**config.mk**
```make
export PLATFORM = sky130hd
export DESIGN_NAME = flash_cmd_seq
export DESIGN_NICKNAME = d
export VERILOG_FILES = /design/src/rtl/flash_seq_pkg.sv /design/src/rtl/fcs_bus_sample.sv /design/src/rtl/fcs_decoder.sv /design/src/rtl/fcs_engine.sv /design/src/rtl/fcs_array.sv /design/src/rtl/flash_cmd_seq.sv
export SDC_FILE = /design/constraint.sdc
export NUM_CORES = 1
export LEC_CHECK = 0
export CAP_MARGIN = 20
export CORE_MARGIN = 1
export CORE_UTILIZATION = 50
export DETAILED_ROUTE_END_ITERATION = 12
export GPL_ROUTABILITY_DRIVEN = 1
export MAX_ROUTING_LAYER = met4
export PLACE_DENSITY = 0.7
export SLEW_MARGIN = 20
export SYNTH_ARGS = -nofsm -noshare
export SYNTH_HDL_FRONTEND = slang
export SYNTH_SLANG_ARGS = --single-unit
```
**constraint.sdc**
```tcl
create_clock -name clk -period 4.7 [get_ports clk]
set_input_delay 0.47 -clock clk [delete_from_list [all_inputs] [get_ports clk]]
set_output_delay 0.47 -clock clk [all_outputs]
set_load 0.01 [all_outputs]
```
**src/rtl/flash_seq_pkg.sv**
```systemverilog
package flash_seq_pkg;

  typedef enum logic [2:0] {
    Q_READ, Q_UNL1, Q_UNL2, Q_PGM, Q_ER1, Q_ER2, Q_ER3, Q_BYPX
  } seq_st_t;

  typedef enum logic [2:0] {
    E_IDLE, E_PROG, E_ERASE, E_SUSP, E_SPROG
  } eng_st_t;

  localparam logic [7:0] CMD_UNLK1  = 8'hAA;
  localparam logic [7:0] CMD_UNLK2  = 8'h55;
  localparam logic [7:0] CMD_PGM    = 8'hA0;
  localparam logic [7:0] CMD_ERSET  = 8'h80;
  localparam logic [7:0] CMD_SECT   = 8'h30;
  localparam logic [7:0] CMD_BYPASS = 8'h20;
  localparam logic [7:0] CMD_BYPEX  = 8'h90;
  localparam logic [7:0] CMD_SUSP   = 8'hB0;
  localparam logic [7:0] CMD_RESUME = 8'h30;

endpackage

```
**src/rtl/fcs_bus_sample.sv**
```systemverilog
module fcs_bus_sample (
  input  logic clk,
  input  logic rst_n,
  input  logic ce_n,
  input  logic we_n,
  input  logic oe_n,
  output logic wr_evt,
  output logic rd_end
);
  logic we_q, oe_q;

  always_ff @(posedge clk or negedge rst_n) begin
    if (!rst_n) begin
      we_q <= 1'b1;
      oe_q <= 1'b1;
    end else begin
      we_q <= we_n;
      oe_q <= oe_n;
    end
  end

  // write completes on the rising strobe edge with the chip selected
  assign wr_evt = !ce_n && we_n && !we_q;
  assign rd_end = oe_n && !oe_q;
endmodule

```
**src/rtl/fcs_decoder.sv**
```systemverilog
module fcs_decoder
  import flash_seq_pkg::*;
#(
  parameter int ADDR_W = 5,
  parameter int SECT_W = 2,
  parameter int DW     = 16,
  parameter logic [ADDR_W-1:0] UNL_A1 = 'h15,
  parameter logic [ADDR_W-1:0] UNL_A2 = 'h0A
) (
  input  logic              clk,
  input  logic              rst_n,
  input  logic              evt,
  input  logic [ADDR_W-1:0] addr,
  input  logic [DW-1:0]     data,
  input  logic              eng_busy,
  input  logic              eng_erasing,
  input  logic              eng_susp,
  input  logic [SECT_W-1:0] susp_sect,
  input  logic [(2**SECT_W)-1:0] prot,
  output logic              pgm_go,
  output logic              ers_go,
  output logic              susp_go,
  output logic              res_go
);
  seq_st_t st, nxt;
  logic byp, byp_nxt;
  logic [7:0] cmd;
  logic [SECT_W-1:0] tgt;

  assign cmd = data[7:0];
  assign tgt = addr[ADDR_W-1 -: SECT_W];

  always_comb begin
    nxt     = st;
    byp_nxt = byp;
    pgm_go  = 1'b0;
    ers_go  = 1'b0;
    susp_go = 1'b0;
    res_go  = 1'b0;
    if (evt) begin
      nxt = Q_READ;
      if (eng_busy) begin
        if (eng_erasing && cmd == CMD_SUSP) susp_go = 1'b1;
      end else begin
        unique case (st)
          Q_READ: begin
            if (eng_susp && cmd == CMD_RESUME) res_go = 1'b1;
            else if (byp) begin
              if (cmd == CMD_PGM) nxt = Q_PGM;
              else if (cmd == CMD_BYPEX) nxt = Q_BYPX;
            end else if (cmd == CMD_UNLK1 && addr == UNL_A1) nxt = Q_UNL1;
          end
          Q_UNL1: if (cmd == CMD_UNLK2 && addr == UNL_A2) nxt = Q_UNL2;
          Q_UNL2: begin
            if (addr == UNL_A1) begin
              if (cmd == CMD_PGM) nxt = Q_PGM;
              else if (cmd == CMD_ERSET && !eng_susp) nxt = Q_ER1;
              else if (cmd == CMD_BYPASS) byp_nxt = 1'b1;
            end
          end
          Q_PGM:
            if (!prot[tgt] && !(eng_susp && tgt == susp_sect)) pgm_go = 1'b1;
          Q_ER1: if (cmd == CMD_UNLK1 && addr == UNL_A1) nxt = Q_ER2;
          Q_ER2: if (cmd == CMD_UNLK2 && addr == UNL_A2) nxt = Q_ER3;
          Q_ER3: if (cmd == CMD_SECT && !prot[tgt]) ers_go = 1'b1;
          Q_BYPX: if (cmd == 8'h00) byp_nxt = 1'b0;
          default: nxt = Q_READ;
        endcase
      end
    end
  end

  always_ff @(posedge clk or negedge rst_n) begin
    if (!rst_n) begin
      st  <= Q_READ;
      byp <= 1'b0;
    end else begin
      st  <= nxt;
      byp <= byp_nxt;
    end
  end
endmodule

```
**src/rtl/fcs_engine.sv**
```systemverilog
module fcs_engine
  import flash_seq_pkg::*;
#(
  parameter int ADDR_W    = 5,
  parameter int SECT_W    = 2,
  parameter int DW        = 16,
  parameter int PROG_CYC  = 20,
  parameter int ERASE_CYC = 60
) (
  input  logic              clk,
  input  logic              rst_n,
  input  logic              pgm_go,
  input  logic [ADDR_W-1:0] pgm_addr,
  input  logic [DW-1:0]     pgm_data,
  input  logic              ers_go,
  input  logic [SECT_W-1:0] ers_sect,
  input  logic              susp_go,
  input  logic              res_go,
  output logic              busy,
  output logic              erasing,
  output logic              susp,
  output logic              poll_bit,
  output logic [SECT_W-1:0] esect,
  output logic              commit_pgm,
  output logic              commit_ers,
  output logic [ADDR_W-1:0] pa_q,
  output logic [DW-1:0]     pd_q
);
  localparam int PCW = $clog2(PROG_CYC + 1);
  localparam int ECW = $clog2(ERASE_CYC + 1);

  eng_st_t st;
  logic [PCW-1:0] pcnt;
  logic [ECW-1:0] ecnt;

  always_ff @(posedge clk or negedge rst_n) begin
    if (!rst_n) begin
      st    <= E_IDLE;
      pcnt  <= '0;
      ecnt  <= '0;
      pa_q  <= '0;
      pd_q  <= '0;
      esect <= '0;
    end else begin
      unique case (st)
        E_IDLE: begin
          if (pgm_go) begin
            st   <= E_PROG;
            pcnt <= PCW'(PROG_CYC - 1);
            pa_q <= pgm_addr;
            pd_q <= pgm_data;
          end else if (ers_go) begin
            st    <= E_ERASE;
            ecnt  <= ECW'(ERASE_CYC - 1);
            esect <= ers_sect;
          end
        end
        E_PROG:
          if (pcnt == '0) st <= E_IDLE;
          else pcnt <= pcnt - 1'b1;
        E_ERASE:
          if (ecnt == '0) st <= E_IDLE;          // completion beats suspend
          else if (susp_go) st <= E_SUSP;
          else ecnt <= ecnt - 1'b1;
        E_SUSP: begin
          if (pgm_go) begin
            st   <= E_SPROG;
            pcnt <= PCW'(PROG_CYC - 1);
            pa_q <= pgm_addr;
            pd_q <= pgm_data;
          end else if (res_go) st <= E_ERASE;
        end
        E_SPROG:
          if (pcnt == '0) st <= E_SUSP;
          else pcnt <= pcnt - 1'b1;
        default: st <= E_IDLE;
      endcase
    end
  end

  assign busy       = (st == E_PROG) || (st == E_ERASE) || (st == E_SPROG);
  assign erasing    = (st == E_ERASE);
  assign susp       = (st == E_SUSP);
  assign poll_bit   = erasing ? 1'b1 : pd_q[7];
  assign commit_pgm = ((st == E_PROG) || (st == E_SPROG)) && (pcnt == '0);
  assign commit_ers = erasing && (ecnt == '0);
endmodule

```
**src/rtl/fcs_array.sv**
```systemverilog
module fcs_array #(
  parameter int ADDR_W = 5,
  parameter int SECT_W = 2,
  parameter int DW     = 16
) (
  input  logic              clk,
  input  logic              rst_n,
  input  logic              pgm_we,
  input  logic [ADDR_W-1:0] pa,
  input  logic [DW-1:0]     pd,
  input  logic              ers_we,
  input  logic [SECT_W-1:0] es,
  input  logic [ADDR_W-1:0] ra,
  output logic [DW-1:0]     rd_data
);
  localparam int DEPTH = 2 ** ADDR_W;
  localparam int WBW   = ADDR_W - SECT_W;
  localparam int WPS   = 2 ** WBW;

  logic [DW-1:0] mem [DEPTH];

  always_ff @(posedge clk or negedge rst_n) begin
    if (!rst_n) begin
      for (int i = 0; i < DEPTH; i++) mem[i] <= '1;
    end else begin
      if (pgm_we) mem[pa] <= mem[pa] & pd;   // cells can only go 1 -> 0
      if (ers_we)
        for (int w = 0; w < WPS; w++) mem[{es, WBW'(w)}] <= '1;
    end
  end

  assign rd_data = mem[ra];
endmodule

```
**src/rtl/flash_cmd_seq.sv**
```systemverilog
module flash_cmd_seq #(
  parameter int ADDR_W    = 5,
  parameter int SECT_W    = 2,
  parameter int DW        = 16,
  parameter int PROG_CYC  = 20,
  parameter int ERASE_CYC = 60,
  parameter logic [ADDR_W-1:0] UNL_A1 = 'h15,
  parameter logic [ADDR_W-1:0] UNL_A2 = 'h0A
) (
  input  logic                   clk,
  input  logic                   rst_n,
  input  logic [ADDR_W-1:0]      addr,
  input  logic [DW-1:0]          din,
  input  logic                   ce_n,
  input  logic                   we_n,
  input  logic                   oe_n,
  input  logic                   vlow,
  input  logic [(2**SECT_W)-1:0] prot,
  output logic [DW-1:0]          dout
);
  logic wr_evt, rd_end, evt;
  logic pgm_go, ers_go, susp_go, res_go;
  logic busy, erasing, susp, poll_bit, commit_pgm, commit_ers;
  logic [SECT_W-1:0] esect, cmd_sect;
  logic [ADDR_W-1:0] pa_q;
  logic [DW-1:0] pd_q, rd_data;
  logic tog, rd_act;

  assign evt      = wr_evt && !vlow;
  assign cmd_sect = addr[ADDR_W-1 -: SECT_W];
  assign rd_act   = !ce_n && !oe_n;

  fcs_bus_sample i_bus (
    .clk(clk), .rst_n(rst_n), .ce_n(ce_n), .we_n(we_n), .oe_n(oe_n),
    .wr_evt(wr_evt), .rd_end(rd_end)
  );

  fcs_decoder #(
    .ADDR_W(ADDR_W), .SECT_W(SECT_W), .DW(DW), .UNL_A1(UNL_A1), .UNL_A2(UNL_A2)
  ) i_dec (
    .clk(clk), .rst_n(rst_n), .evt(evt), .addr(addr), .data(din),
    .eng_busy(busy), .eng_erasing(erasing), .eng_susp(susp),
    .susp_sect(esect), .prot(prot),
    .pgm_go(pgm_go), .ers_go(ers_go), .susp_go(susp_go), .res_go(res_go)
  );

  fcs_engine #(
    .ADDR_W(ADDR_W), .SECT_W(SECT_W), .DW(DW),
    .PROG_CYC(PROG_CYC), .ERASE_CYC(ERASE_CYC)
  ) i_eng (
    .clk(clk), .rst_n(rst_n),
    .pgm_go(pgm_go), .pgm_addr(addr), .pgm_data(din),
    .ers_go(ers_go), .ers_sect(cmd_sect), .susp_go(susp_go), .res_go(res_go),
    .busy(busy), .erasing(erasing), .susp(susp), .poll_bit(poll_bit),
    .esect(esect), .commit_pgm(commit_pgm), .commit_ers(commit_ers),
    .pa_q(pa_q), .pd_q(pd_q)
  );

  fcs_array #(.ADDR_W(ADDR_W), .SECT_W(SECT_W), .DW(DW)) i_arr (
    .clk(clk), .rst_n(rst_n),
    .pgm_we(commit_pgm), .pa(pa_q), .pd(pd_q),
    .ers_we(commit_ers), .es(esect), .ra(addr), .rd_data(rd_data)
  );

  // status toggle advances once per completed read while busy
  always_ff @(posedge clk or negedge rst_n) begin
    if (!rst_n) tog <= 1'b0;
    else if (rd_end && busy) tog <= ~tog;
  end

  always_comb begin
    dout = '0;
    if (rd_act) begin
      if (busy) begin
        dout[7] = ~poll_bit;
        dout[6] = tog;
      end else begin
        dout = rd_data;
      end
    end
  end
endmodule

```
==> run_results.csv, run 1 <==
group,metric,value,unit
timing,rsz0062_at_grt,"no",
critical_path,crit_required,4.23,ns
synth,synth_ff_type,"dfstp_2",
floorplanning,coreArea,60360,µm²
global_routing,grt_max_degree,127,
floorplanning,num_rows,90,
critical_path,path_cells,"xor2_1 > a21oi_1 > nand2_1 > nor3_1 > clkdlybuf4s50_1",
synth,ys_top_cells_by_area,"dfstp_2 44%, mux4_2 19%, o211ai_1 12%",
final_layout,fin_area,33630,µm²
synth,synth_top_area_cell,"dfstp_2",
clock_network,clkSinkCount,556,
clock_network,cts_buffers,59,
critical_path,cp_max_fo,17,
critical_path,cpMaxStageDelayCell,"nor3_1",
worst_hold_path,worstHoldPathType,"in2reg",
drt,viasPerCell,7.036,
synth,ys_warn_count,0,
critical_path,critPathMaxStageDelay,0.84,ns
critical_path,crit_family,"simple AND/OR/NAND/NOR gates",
power_and_ir_drop,irDropWorstVdd,0.2478,mV
final_layout,drive_gt1_share,41.36,%
drt,via_count,23340,
clock_network,cts_tree,"built",
clock_network,worst_skew_pair.late_latency,0.64,ns
place,placed_area,31720,µm²
synth,yosysSeqAreaShare,47.73,%
clock_network,h-tree-depth,2,
timing,fin_crit_sh,93.64,%
place,dp.final_hpwl,60.32,mm
synth,yosys_register_bits,556,
synth,synth_top_area_share,44.29,%
final_layout,fin_cells,3317,
final_layout,nets,2518,
floorplanning,die_area,61980,µm²
synth,synth_nets,2610,
synth,synth_edf_count,0,
drt,drt-initial-drc-count,2788,
critical_path,critPathLaunchType,"flip-flop",
global_routing,grt_pass1_vias,23480,
timing,timing.slew.headroom,18.68,%
timing,finalCriticalPeriod,4.401,ns
timing,final.setup.tns,0,ns
power_and_ir_drop,power_density,293.8,nW/µm²
synth,async_reset_ff_share,100.0,%
floorplanning,start_util,50.52,%
critical_path,end_kind,"primary output",
global_routing,grt_first_pass_wirelength,148.8,mm
global_routing,grt_use_total,32.63,%
synth,syn_inst,2577,
global_routing,antenna_found_initial,1,
clock_network,cts.path.max_buffers,3,
synth,ys_types,64,
critical_path,worst-path-buf-inv,1,
floorplanning,die_h,249.0,µm
critical_path,path_class,"reg2out",
synth,syn_avg_cell_area,11.83,µm²
place,gp_congestion,0.9271,
timing,hold_viol_final,0,
run_status,outcome,"completed",
timing,slew_violations,0,
timing,max_freq,227.2,MHz
floorplanning,die_w,249.0,µm
timing,setup_viol_count_final,0,
job,drv_cap,0,
floorplanning,io-pin-count,47,
drt,dr.pass1.iters,5,
drt,ant_nets,0,
global_routing,overflow,0,
final_layout,final_core_util,55.71,%
timing,worst-slew-pin-transition,1.214,ns
critical_path,arrival,3.93,ns
synth,syn_area,30500,µm²
clock_network,post_cts_buffers,0,
final_layout,final.fill_count,4942,
place,place_inst,3205,
drt,drc_errors,0,
clock_network,cts_root_buffer,"clkbuf_16",
final_layout,syn_to_final_growth,10.27,%
power_and_ir_drop,p_leak,11.19,nW
place,port_buffers,46,
drt,wl,96.72,mm
timing,fin_skew,0.01832,ns
drt,avgRoutedWirePerCell,29.16,µm
clock_network,clkTransAtPathRegs,0.06,ns
==> flip-flops by register name (all words and copies together), names as in the netlist <==
register     count
i_eng.pa_q       5
i_eng.pcnt       5
i_dec.byp        1
i_eng.ecnt       6
tog              1
i_eng.st         3
i_arr.mem      512
i_bus.we_q       1
i_eng.pd_q      16
i_dec.st         3
i_eng.esect      2
i_bus.oe_q       1
==> final cells by class <==
| cell class | instances | area [µm²] | area share, % |
|---|---|---|---|
| inverter | 9 | 33.78 | 0.1005 |
| sequential | 556 | 14560 | 43.31 |
| clock buffer | 94 | 1750 | 5.205 |
| multi-input combinational | 1705 | 14730 | 43.81 |
| timing repair buffer | 154 | 1433 | 4.260 |
| clock inverter | 16 | 132.6 | 0.3944 |
| antenna | 1 | 2.502 | 0.007442 |
| tap | 782 | 978.4 | 2.910 |
==> placed cells by master, fill, tap and decap left out, types with 12 or more instances in the layout <==
master	instances
nand3_1	30
nand2_1	539
clkinv_2	13
clkbuf_1	23
nor2_1	15
dfstp_2	514
o211ai_1	503
o21ai_0	17
o22ai_1	17
buf_12	12
a22o_1	14
buf_4	96
nor3_1	27
a22oi_1	65
mux4_2	257
mux2_2	50
a21oi_1	19
nand4_1	18
dfrtp_1	40
mux2i_1	33
clkdlybuf4s50_1	42
clkbuf_16	61
==> cells in the mapped netlist (3+ instances only) <==
cell,number
mux2_2,50
mux2i_1,33
nand2_1,544
xor2_1,10
o22ai_1,17
nor4_1,5
inv_1,9
mux4_2,257
o21ai_0,17
a21oi_1,19
and3b_1,5
buf_1,24
buf_2,57
dfstp_2,514
nor2_1,16
clkbuf_1,223
or3_1,3
nand3b_1,11
o211ai_1,503
nand4_1,18
nand3_1,32
a22oi_1,65
nor3b_1,8
nor4b_1,4
a22o_1,14
dfrtp_1,42
nor3_1,28
==> where the power goes <==
group          switching (mW)  internal (mW)  total (mW)
Sequential             0.0124           4.82        4.83
Clock                    1.98           2.64        4.62
Combinational           0.288          0.145       0.433
Total                    2.28           7.60        9.88
==> stage by stage <==
step                total power, mW  hold WS (ns)  setup slack (ns)
floorplan                     5.081        0.1744             1.857
global placement              5.322        0.4816            0.9661
detailed placement            5.327        0.4922            0.9487
CTS                           9.937        0.2726            0.4164
global route                  10.15        0.2845            0.1879
finish                        9.881        0.2883            0.2989
==> worst paths after layout <==
check | to | startpoint | cells past startpoint | slack (ns)
worst min register to register | i_arr.mem[126] | i_arr.mem[126] | 2 | 0.50
worst min-delay path | i_bus.we_q | we_n | 1 | 0.29
worst max-delay path | dout[14] | i_eng.st[1] | 5 | 0.30
worst max register to register | i_arr.mem[250] | i_eng.pcnt[0] | 9 | 0.91
min in group asynchronous | i_eng.pd_q[15] | rst_n | 2 | 0.56
max in group asynchronous | i_eng.pa_q[1] | rst_n | 3 | 2.94
==> per-layer routing <==
layer,track usage (%),vias up,wire length [µm]
li1,-,9722,-
met1,42.54,11940,36640
met3,7.941,299,10950
met2,48.47,1376,44110
met5,-,-,0
met4,14.75,0,5021
==> cells by family after synthesis <==
| kind of cell | count (synthesis) | synth area share, % |
|---|---|---|
| AND/OR/NAND/NOR | 698 | 9.917 |
| AO/OA/AOI/OAI | 654 | 15.86 |
| flip-flops | 556 | 47.73 |
| multiplexers | 340 | 21.91 |
| buffers and inverters | 316 | 4.185 |
| XOR/XNOR | 11 | 0.3159 |
| adder cells (fa/ha/maj) | 2 | 0.08204 |
==> timing repair <==
action | CTS | global route
endpoints found under the hold margin | 1 | 0
hold buffers | 1 | 0
gates resized for setup | 0 | 0
endpoints found under the setup margin | 0 | 0
(Power assumes the default switching activity.)
==> run 2, diff against run 1 <==
--- a/config.mk
+++ b/config.mk
@@ -15,4 +15,5 @@
 export SLEW_MARGIN = 20
 export SYNTH_ARGS = -nofsm -noshare
 export SYNTH_HDL_FRONTEND = slang
+export SYNTH_HIERARCHICAL = 1
 export SYNTH_SLANG_ARGS = --single-unit
==> constraint.sdc (replaced) <==
create_clock -name clk -period 4.5 [get_ports clk]
set_input_delay 0.45 -clock clk [delete_from_list [all_inputs] [get_ports clk]]
set_output_delay 0.45 -clock clk [all_outputs]
set_load 0.01 [all_outputs]
==> run 2 against run 1 <==
Final cell count is 13% higher; clock skew hardly changed; combinational power grew to 3.7 times the previous value; register-to-register slack worse by 0.16 ns; clock-buffer cell count is 5 lower; critical path depth is 3 higher; die area is 1.9% higher; power is 31% higher; flip-flop and latch count stayed put; clock power is 11% higher; via count is 12% higher; highest routed layer unchanged.
==> run_results.csv, run 2 <==
group,metric,value,unit
place,place_inst,3626,
final_layout,seq_area,14560,µm²
timing,worst-slew-pin-transition,1.240,ns
synth,yosys_register_bits,556,
clock_network,cts.path.max_buffers,3,
clock_network,worst_skew_pair.late_latency,0.64,ns
final_layout,drive_gt1_share,32.74,%
final_layout,final.fill_count,5163,
power_and_ir_drop,power_density,375.3,nW/µm²
run_status,outcome,"completed",
timing,timing.slew.headroom,17.03,%
timing,max_freq,254.0,MHz
timing,whs,0.2700,ns
power_and_ir_drop,irDropWorstVdd,0.2970,mV
clock_network,post_cts_resized,0,
critical_path,cp-endpoint,"dout[12]",
floorplanning,coreArea,61600,µm²
synth,yosys-top-cells-count,"514 x dfstp_2, 355 x a21oi_1, 336 x mux2i_1, 304 x o21ai_0, 227 x nand2_1",
final_layout,mostFrequentLayoutCells,"514 x dfstp_2, 355 x a21oi_1, 336 x mux2i_1",
final_layout,final_common_cell,"dfstp_2",
timing,finalCriticalPeriod,3.938,ns
clock_network,clkSinkCount,556,
critical_path,critPathMaxStageDelay,0.57,ns
place,dp.final_hpwl,69.68,mm
synth,synth_nets,2955,
synth,ys_warn_count,6,
place,gp_congestion,0.9720,
floorplanning,die_w,251.3,µm
final_layout,regMostFlops,"i_arr/mem",
clock_network,cts_tree,"built",
critical_path,cp-startpoint,"addr[1]",
place,port_buffers,46,
synth,syn_inst,2922,
global_routing,grt_first_pass_wirelength,164.6,mm
timing,final.setup.tns,0,ns
drt,ant_nets,0,
worst_hold_path,worstHoldPathType,"in2reg",
floorplanning,die_h,251.3,µm
drt,viasPerCell,6.988,
critical_path,cp_max_fo,64,
global_routing,antenna_found_initial,2,
clock_network,post_cts_buffers,0,
final_layout,fin_area,34500,µm²
critical_path,reg2reg_depth,7,
critical_path,arrival,3.49,ns
critical_path,crit_family,"buffers and inverters",
timing,fin_ws,0.5623,ns
final_layout,fin_cells,3740,
synth,ys_types,74,
timing,rsz0062_at_grt,"no",
synth,async_reset_ff_share,100.0,%
power_and_ir_drop,power,12.95,mW
critical_path,critPathLaunchType,"input port",
timing,setup_viol_count_final,0,
global_routing,overflow,0,
critical_path,path_class,"in2out",
clock_network,clkTransAtPathRegs,0.06,ns
final_layout,syn_to_final_growth,11.07,%
place,dp_slack,0.6798,ns
drt,dr.pass1.iters,6,
floorplanning,num_rows,91,
final_layout,final_core_util,56.02,%
synth,synth_ff_type,"dfstp_2",
synth,syn_area,31060,µm²
timing,fin_skew,0.01841,ns
power_and_ir_drop,p_leak,11.42,nW
drt,drc_errors,0,
critical_path,crit_required,4.05,ns
clock_network,h-tree-depth,2,
synth,yosysSeqAreaShare,46.86,%
floorplanning,start_util,50.43,%
synth,synth_top_area_share,43.48,%
synth,ys_top_cells_by_area,"dfstp_2 43%, mux2i_1 11%, mux4_2 7.1%",
synth,synth_edf_count,0,
timing,hold_viol_final,0,
critical_path,path_cells,"buf_8 > buf_12 > mux4_2 > mux2_2 > o211ai_1 > o211ai_1 > and2_1 > clkdlybuf4s50_1",
critical_path,worst-path-buf-inv,3,
final_layout,reg.largest.list,"i_arr/mem (512), i_eng/pd_q (16), i_eng/ecnt (6)",
critical_path,end_kind,"primary output",
final_layout,multiInputGateArea,14900,µm²
clock_network,cts_buffers,59,
drt,wl,110.0,mm
drt,via_count,26140,
critical_path,rrSetupSlack,0.75,ns
critical_path,r2r-end,"i_arr/mem[361]",
global_routing,grt_use_total,35.66,%
timing,slew_violations,0,
floorplanning,io-pin-count,47,
critical_path,timing.rr.start,"i_eng/pa_q[2]",
global_routing,grt_max_degree,136,
job,drv_cap,0,
critical_path,crit_cells,8,
synth,syn_avg_cell_area,10.63,µm²
floorplanning,die_area,63130,µm²
global_routing,grt_pass1_vias,25420,
drt,drt-initial-drc-count,3259,
drt,avgRoutedWirePerCell,29.41,µm
critical_path,path_common_cell,"o211ai_1",
final_layout,largest_reg_flops,512,
timing,fin_crit_sh,87.50,%
clock_network,cts_root_buffer,"clkbuf_16",
synth,synth_top_area_cell,"dfstp_2",
final_layout,nets,2885,
synth,synth.most_common_cell,"dfstp_2",
critical_path,cpMaxStageDelayCell,"buf_8",
place,placed_area,32400,µm²
-- run 2: kinds of logic after synthesis --
| group | after synthesis | synth area share (%) |
|---|---|---|
| compound gates | 1137 | 21.44 |
| xor+xnor | 7 | 0.1974 |
| fa+ha+maj | 2 | 0.08054 |
| flops | 556 | 46.86 |
| mux | 472 | 19.31 |
| buf+inv | 343 | 5.260 |
| simple gates | 405 | 6.851 |
-- run 2: how the worst min path moves through the flow --
stage	endpoint	cells after the start	from
4_1_cts	i_bus/we_q	1	we_n
6_report	i_bus/we_q	1	we_n
2_1_floorplan	i_dec/byp	0	rst_n
3_5_place_dp	tog	1	tog
5_1_grt	i_bus/we_q	1	we_n
3_3_place_gp	tog	1	tog
-- run 2: cell type report --
cell class	count	area share, %
Antenna cell	1	0.007252
Inverter	12	0.1305
Tap cell	837	3.035
Clock buffer	89	5.160
Timing Repair Buffer	200	5.461
Multi-Input combinational cell	2023	43.19
Sequential cell	556	42.20
Clock inverter	22	0.8195
-- run 2: where the power goes --
group | internal, mW | leakage, nW | switching, mW | total [mW]
logic | 0.752 | 4.55 | 0.862 | 1.61
clock network | 3.02 | 1.01 | 2.13 | 5.15
registers | 5.75 | 5.85 | 0.439 | 6.19
-- run 2: worst register-to-register path, cell delays in order, from the launching register on --
cell and delay [ns]:
dfrtp_1 0.88, nand4bb_1 0.69, buf_4 0.31, o22ai_1 0.10, or4_1 0.61, o21ai_2 0.53
buf_4 0.35, o211ai_1 0.15
-- run 2: layer usage --
layer  global-route usage, %  share of wire [%]
met1                   46.07                 38
met2                   51.71                 44
met3                   9.370                 13
met4                   18.17                6.1
met5                       -                  0
-- run 2: what timing repair did --
action / 4_1_cts / 5_1_grt
hold buffers: 1 / 0
endpoints found under the setup margin: 0 / 0
endpoints found under the hold margin: 11 / 0
